[src/rtl/bb_pkg.sv]
`timescale 1ns/1ps
package bb_pkg;
  localparam int unsigned DW   = 32;
  localparam int unsigned NB   = DW / 8;
  localparam int unsigned LW   = $clog2(NB);
  localparam int unsigned IDXW = $clog2(DW);

  typedef enum logic [1:0] {
    SZ_BYTE = 2'd0,
    SZ_HALF = 2'd1,
    SZ_WORD = 2'd2,
    SZ_WIDE = 2'd3
  } acc_size_e;

  typedef enum logic [1:0] {
    ST_IDLE    = 2'd0,
    ST_RD_BACK = 2'd1,
    ST_WR_BACK = 2'd2,
    ST_RESP    = 2'd3
  } bb_state_e;
endpackage

[src/rtl/bb_window_decode.sv]
`timescale 1ns/1ps
module bb_window_decode #(
  parameter int unsigned NUM_REGIONS = 2,
  parameter int unsigned AW          = 32,
  parameter int unsigned WIN_BITS    = 25,
  parameter int unsigned SHIFT       = 5,
  parameter logic [NUM_REGIONS-1:0][AW-1:0] ALIAS_BASE = '0,
  parameter logic [NUM_REGIONS-1:0][AW-1:0] BACK_BASE  = '0
) (
  input  logic [AW-1:0] addr_i,
  output logic          hit_o,
  output logic [AW-1:0] back_addr_o
);
  logic [NUM_REGIONS-1:0]         match;
  logic [NUM_REGIONS-1:0][AW-1:0] cand;

  for (genvar r = 0; r < NUM_REGIONS; r++) begin : g_region
    assign match[r] = (addr_i[AW-1:WIN_BITS] == ALIAS_BASE[r][AW-1:WIN_BITS]);
    assign cand[r]  = BACK_BASE[r] | AW'(addr_i[WIN_BITS-1:0] >> SHIFT);
  end

  // lowest-numbered matching region wins
  always_comb begin
    hit_o       = 1'b0;
    back_addr_o = '0;
    for (int r = NUM_REGIONS - 1; r >= 0; r--) begin
      if (match[r]) begin
        hit_o       = 1'b1;
        back_addr_o = cand[r];
      end
    end
  end
endmodule

[src/rtl/bb_lane_map.sv]
`timescale 1ns/1ps
module bb_lane_map
  import bb_pkg::*;
#(
  parameter int unsigned AW = 32
) (
  input  acc_size_e       size_i,
  input  logic [AW-1:0]   raw_addr_i,
  input  logic [IDXW-1:0] idx_i,
  output logic [AW-1:0]   addr_o,
  output logic [NB-1:0]   be_o,
  output logic [IDXW-1:0] bitpos_o
);
  logic [LW-1:0] lane;
  assign lane = raw_addr_i[LW-1:0];

  always_comb begin
    unique case (size_i)
      SZ_BYTE: begin
        addr_o   = raw_addr_i;
        be_o     = NB'(1) << lane;
        bitpos_o = {lane, idx_i[2:0]};
      end
      SZ_HALF: begin
        addr_o   = {raw_addr_i[AW-1:1], 1'b0};
        be_o     = NB'(3) << {lane[LW-1:1], 1'b0};
        bitpos_o = {lane[LW-1:1], idx_i[3:0]};
      end
      default: begin
        addr_o   = {raw_addr_i[AW-1:LW], {LW{1'b0}}};
        be_o     = {NB{1'b1}};
        bitpos_o = idx_i;
      end
    endcase
  end
endmodule

[src/rtl/bb_rmw_fsm.sv]
`timescale 1ns/1ps
module bb_rmw_fsm
  import bb_pkg::*;
#(
  parameter int unsigned AW = 32
) (
  input  logic            clk_i,
  input  logic            rst_ni,
  input  logic            start_i,
  input  logic            write_i,
  input  logic            wval_i,
  input  logic [AW-1:0]   addr_i,
  input  logic [NB-1:0]   be_i,
  input  logic [IDXW-1:0] bitpos_i,
  output logic            idle_o,
  output logic            rsp_valid_o,
  output logic [DW-1:0]   rsp_rdata_o,
  output logic            mem_req_o,
  output logic            mem_we_o,
  output logic [AW-1:0]   mem_addr_o,
  output logic [NB-1:0]   mem_be_o,
  output logic [DW-1:0]   mem_wdata_o,
  output logic            mem_lock_o,
  input  logic            mem_ready_i,
  input  logic [DW-1:0]   mem_rdata_i
);
  bb_state_e       st_q;
  logic            write_q, wval_q, bit_q;
  logic [AW-1:0]   addr_q;
  logic [NB-1:0]   be_q;
  logic [IDXW-1:0] bitpos_q;
  logic [DW-1:0]   word_q;
  logic [DW-1:0]   bit_mask;

  assign bit_mask = DW'(1) << bitpos_q;

  always_ff @(posedge clk_i or negedge rst_ni) begin
    if (!rst_ni) begin
      st_q     <= ST_IDLE;
      write_q  <= 1'b0;
      wval_q   <= 1'b0;
      bit_q    <= 1'b0;
      addr_q   <= '0;
      be_q     <= '0;
      bitpos_q <= '0;
      word_q   <= '0;
    end else begin
      unique case (st_q)
        ST_IDLE: if (start_i) begin
          write_q  <= write_i;
          wval_q   <= wval_i;
          addr_q   <= addr_i;
          be_q     <= be_i;
          bitpos_q <= bitpos_i;
          st_q     <= ST_RD_BACK;
        end
        ST_RD_BACK: if (mem_ready_i) begin
          bit_q  <= mem_rdata_i[bitpos_q];
          word_q <= wval_q ? (mem_rdata_i | bit_mask) : (mem_rdata_i & ~bit_mask);
          st_q   <= write_q ? ST_WR_BACK : ST_RESP;
        end
        ST_WR_BACK: if (mem_ready_i) st_q <= ST_RESP;
        default:    st_q <= ST_IDLE;
      endcase
    end
  end

  assign idle_o      = (st_q == ST_IDLE);
  assign mem_req_o   = (st_q == ST_RD_BACK) || (st_q == ST_WR_BACK);
  assign mem_we_o    = (st_q == ST_WR_BACK);
  assign mem_addr_o  = addr_q;
  assign mem_be_o    = be_q;
  assign mem_wdata_o = mem_we_o ? word_q : '0;
  assign mem_lock_o  = write_q && mem_req_o;
  assign rsp_valid_o = (st_q == ST_RESP);
  assign rsp_rdata_o = DW'(bit_q && !write_q);
endmodule

[src/rtl/bitband_bridge.sv]
`timescale 1ns/1ps
module bitband_bridge
  import bb_pkg::*;
#(
  parameter int unsigned NUM_REGIONS = 2,
  parameter int unsigned AW          = 32,
  parameter int unsigned WIN_BITS    = 25,
  parameter logic [NUM_REGIONS-1:0][AW-1:0] ALIAS_BASE = {32'h4200_0000, 32'h2200_0000},
  parameter logic [NUM_REGIONS-1:0][AW-1:0] BACK_BASE  = {32'h4000_0000, 32'h2000_0000}
) (
  input  logic          clk_i,
  input  logic          rst_ni,
  input  logic          req_valid_i,
  output logic          req_ready_o,
  input  logic          req_write_i,
  input  logic [AW-1:0] req_addr_i,
  input  logic [1:0]    req_size_i,
  input  logic [31:0]   req_wdata_i,
  output logic          rsp_valid_o,
  output logic [31:0]   rsp_rdata_o,
  output logic          mem_req_o,
  output logic          mem_we_o,
  output logic [AW-1:0] mem_addr_o,
  output logic [3:0]    mem_be_o,
  output logic [31:0]   mem_wdata_o,
  output logic          mem_lock_o,
  input  logic          mem_ready_i,
  input  logic [31:0]   mem_rdata_i
);
  localparam int unsigned SHIFT = IDXW;

  logic            hit, idle, start;
  logic [AW-1:0]   raw_addr, map_addr;
  logic [NB-1:0]   map_be;
  logic [IDXW-1:0] map_bitpos;

  bb_window_decode #(
    .NUM_REGIONS(NUM_REGIONS), .AW(AW), .WIN_BITS(WIN_BITS), .SHIFT(SHIFT),
    .ALIAS_BASE(ALIAS_BASE), .BACK_BASE(BACK_BASE)
  ) u_dec (
    .addr_i(req_addr_i), .hit_o(hit), .back_addr_o(raw_addr)
  );

  bb_lane_map #(.AW(AW)) u_lane (
    .size_i    (acc_size_e'(req_size_i)),
    .raw_addr_i(raw_addr),
    .idx_i     (req_addr_i[2 +: IDXW]),
    .addr_o    (map_addr),
    .be_o      (map_be),
    .bitpos_o  (map_bitpos)
  );

  assign req_ready_o = idle && hit;
  assign start       = req_valid_i && req_ready_o;

  bb_rmw_fsm #(.AW(AW)) u_fsm (
    .clk_i, .rst_ni,
    .start_i    (start),
    .write_i    (req_write_i),
    .wval_i     (req_wdata_i[0]),
    .addr_i     (map_addr),
    .be_i       (map_be),
    .bitpos_i   (map_bitpos),
    .idle_o     (idle),
    .rsp_valid_o, .rsp_rdata_o,
    .mem_req_o, .mem_we_o, .mem_addr_o, .mem_be_o, .mem_wdata_o, .mem_lock_o,
    .mem_ready_i, .mem_rdata_i
  );
endmodule

[config.mk]
export PLATFORM = sky130hd
export DESIGN_NAME = bitband_bridge
export DESIGN_NICKNAME = d
export VERILOG_FILES = /design/src/rtl/bb_pkg.sv /design/src/rtl/bb_window_decode.sv /design/src/rtl/bb_lane_map.sv /design/src/rtl/bb_rmw_fsm.sv /design/src/rtl/bitband_bridge.sv
export SDC_FILE = /design/constraint.sdc
export NUM_CORES = 1
export LEC_CHECK = 0
export ABC_AREA = 1
export BUFFER_PORTS_ARGS = -buffer_cell sky130_fd_sc_hd__buf_2
export CAP_MARGIN = 20
export CORE_ASPECT_RATIO = 1.4
export CORE_UTILIZATION = 50
export CTS_BUF_LIST = sky130_fd_sc_hd__clkbuf_16
export CTS_CLUSTER_SIZE = 12
export DETAILED_ROUTE_END_ITERATION = 7
export PLACE_DENSITY = 0.86
export SLEW_MARGIN = 30
export SYNTH_ARGS = -nofsm -noshare
export SYNTH_HDL_FRONTEND = slang
export SYNTH_SLANG_ARGS = --single-unit
[constraint.sdc]
create_clock -name clk_i -period 3.95 [get_ports clk_i]
set_input_delay 0.1975 -clock clk_i [delete_from_list [all_inputs] [get_ports clk_i]]
set_output_delay 0.1975 -clock clk_i [all_outputs]
set_load 0.01 [all_outputs]
==> results.yml <==
setup_path:
  critical_path_arrival_ns: 2.37
  cp-startpoint: "u_fsm.bitpos_q[1]$_DFFE_PN0P_"
  critPathRequiredTime_ns: 4.16
  end_kind: "register"
  worstRegToRegCells: 7
  cp_max_fo: 11
  critical_path.endpoint: "u_fsm.word_q[2]$_DFFE_PN0P_"
  r2r_start: "u_fsm.bitpos_q[1]$_DFFE_PN0P_"
  r2r_end: "u_fsm.word_q[2]$_DFFE_PN0P_"
  worstSetupStartpointType: "register"
  worstSetupPathType: "reg2reg"
  reg2reg_slack_ns: 1.79
place:
  dpl-instance-area_sq_um: 4670
  port_buffers: 133
  hpwl_um: 8030
  gp_congestion: 0.890
  preCtsSetupSlack_ns: 1.83
  dp.cells: 813
sta:
  relSlewSlack_pct: 52.4
  fin_crit_ns: 2.16
  finalSetupViolCount: 0
  drv_slew: 0
  layout_setup_ws_ns: 1.79
  rsz0062_at_grt: "false"
  setup_tns_ns: 0
  finalHoldViolCount: 0
  tightestPinTransition_ns: 0.715
  skew_ns: 0.00422
  timing.fmax_mhz: 464
  fin_hold_ws_ns: 0.0525
  period_share_pct: 54.6
detailed_routing:
  met2_length_um: 5450
  wl_met1_um: 4170
  highest_layer: "met4"
  ant_nets: 0
  drt_iter0_markers: 280
  wl_um: 10700
  wl_per_cell_um: 12.9
  routed_via_density: 4.97
  drcViolationCount: 0
  vias: 4129
  firstDrtPassIters: 5
  route.met3.wl_um: 704
synth:
  yosysMostFrequentCell: "nand2_1"
  synthTopCellsByCount: "nand2_1 (253), dfrtp_1 (68), inv_1 (49)"
  synth_top_area_cell: "dfrtp_1"
  synth_top_area_share_pct: 41.0
  syn_area_sq_um: 4150
  syn_area_per_cell_sq_um: 6.85
  async_flop_share_pct: 100
  seq_area_frac_synth_pct: 41.0
  yosysWarnings: 0
  ys_ff_latch: 68
  netlist-cell-type-count: 28
  yosys-top-cells-area: "dfrtp_1 (41%), nand2_1 (23%), buf_4 (7.8%), o21ai_0 (5.5%), inv_1 (4.4%)"
  synth_flop_cell: "dfrtp_1"
  synth_edf_count: 0
  synth_cells: 606
pwr:
  leakage_nw: 3.05
  switching_share_pct: 40.9
  clock_power_share_pct: 24.2
  pwr-share-seq_pct: 37.7
  p_switching_mw: 1.21
  combPwrFrac_pct: 38.1
  total_power_mw: 2.96
  ir_drop_mv: 0.405
  powerDensity_nw_per_um2: 599
  power.internal_mw: 1.75
clock_network:
  clk_latency_ns: 0.33
  cts_max_path_buffers: 2
  postCtsResizedCells: 0
  h-tree-depth: 3
  clock_sinks: 68
  cts_tree: "built"
  cts-buffers-inserted: 9
  cts-root-buf: "clkbuf_16"
  clkSlewWorstSetupHoldPaths_ns: 0.06
grt:
  grt_first_pass_wirelength_um: 17100
  grt_max_degree: 50
  first_global_vias: 3784
  overflow: 0
  grt_antenna_before_repair: 0
  grtUsageTotal_pct: 25.9
floorplan:
  core_sq_um: 8100
  die_w_um: 79.0
  io_pins: 208
  die_area_sq_um: 8680
  start_util_pct: 51.3
  row_count: 39
  die_y_um: 110
worst_hold_path:
  hold_path_class: "in2reg"
  min_from: "req_addr_i[7]"
finish:
  utilization_pct: 61.0
  final_cells: 830
  num_antenna_cells: 0
  areaGrowthSynthToFinish_pct: 19.1
  final_area_sq_um: 4940
  layout-drive-gt1-share_pct: 21.8
  num-nets-final: 830
outcome:
  status: "finished clean"
flow_run:
  maxCapViolCount: 0
-- cells in the final DEF (no fill, tap or decap), drive strengths merged --
cell and n:
nand2 253, o21ai 52, dlygate4sd3 1, clkinvlp 4
clkinv 5, nand3 31, clkbuf 9, nand4 5
o21a 2, nor2 33, conb 41, dfrtp 68
inv 51, a21oi 26, nor3 6, ha 4
o211ai 1, buf 135, nand3b 1
-- registers in the layout, indices dropped and copies added (netlist names) --
signal,cells
u_fsm.bit_q,1
u_fsm.bitpos_q,5
u_fsm.mem_addr_o,22
u_fsm.mem_be_o,4
u_fsm.st_q,2
u_fsm.word_q,32
u_fsm.write_q,1
u_fsm.wval_q,1
-- timing repair --
item / in CTS / in global routing
hold buffers: 1 / 0
hold endpoints to repair: 27 / 0
setup buffers: 0 / 0
-- how the worst min path moves through the flow --
stage                                                  to  slack, ns  depth (start not counted)
after floorplan                   u_fsm.bit_q$_DFFE_PN0P_       -0.1                          0
after global placement    u_fsm.mem_addr_o[5]$_DFFE_PN0P_       0.24                          1
after detailed placement  u_fsm.mem_addr_o[9]$_DFFE_PN0P_       0.25                          1
after CTS                 u_fsm.mem_addr_o[2]$_DFFE_PN0P_       0.05                          3
after global routing      u_fsm.mem_addr_o[8]$_DFFE_PN0P_       0.06                          3
final                     u_fsm.mem_addr_o[2]$_DFFE_PN0P_       0.05                          3
-- kinds of logic (layout without fill, tap and decap cells) --
kind of cell | after synthesis | count (layout) | share of synthesized area, %
AND/OR/NAND/NOR | 329 | 329 | 31.7
AO/OA/AOI/OAI | 81 | 81 | 10.3
other | 1 | 41 | 0.0903
flip-flops | 68 | 68 | 41.0
adder cells (fa/ha/maj) | 4 | 4 | 1.21
buffers and inverters | 123 | 205 | 15.7
-- power by group through the flow --
stage | registers [mW] | logic, mW | clock network (mW)
floorplan | 1.06 | 0.829 | 0
global placement | 1.11 | 1.10 | 0
detailed placement | 1.12 | 1.13 | 0
CTS | 1.12 | 1.14 | 0.729
global route | 1.15 | 1.29 | 0.754
finish | 1.12 | 1.13 | 0.717
-- metal layers --
metal	global-route usage (%)	up-vias
li1	-	2037
met1	28.4	1878
met2	45.8	184
met3	5.39	30
met4	15.3	0
met5	0	-
-- critical path, cell delays in order (launching register included) --
cell and delay (ns):
dfrtp_1 0.59, clkinv_1 0.38, nor2_1 0.42, nand3_1 0.20, nor2_1 0.18, a21oi_1 0.09, o21ai_0 0.11, nand2_1 0.07
-- area by class of cell --
cell class / count / area (sq um)
Timing Repair Buffer: 136 / 691
Clock buffer: 9 / 225
Multi-Input combinational cell: 455 / 1950
Tap cell: 102 / 128
Inverter: 53 / 204
Fill cell: 815 / 3160
Clock inverter: 7 / 43.8
Sequential cell: 68 / 1700
Note: power is estimated with default switching activity, not from simulation.
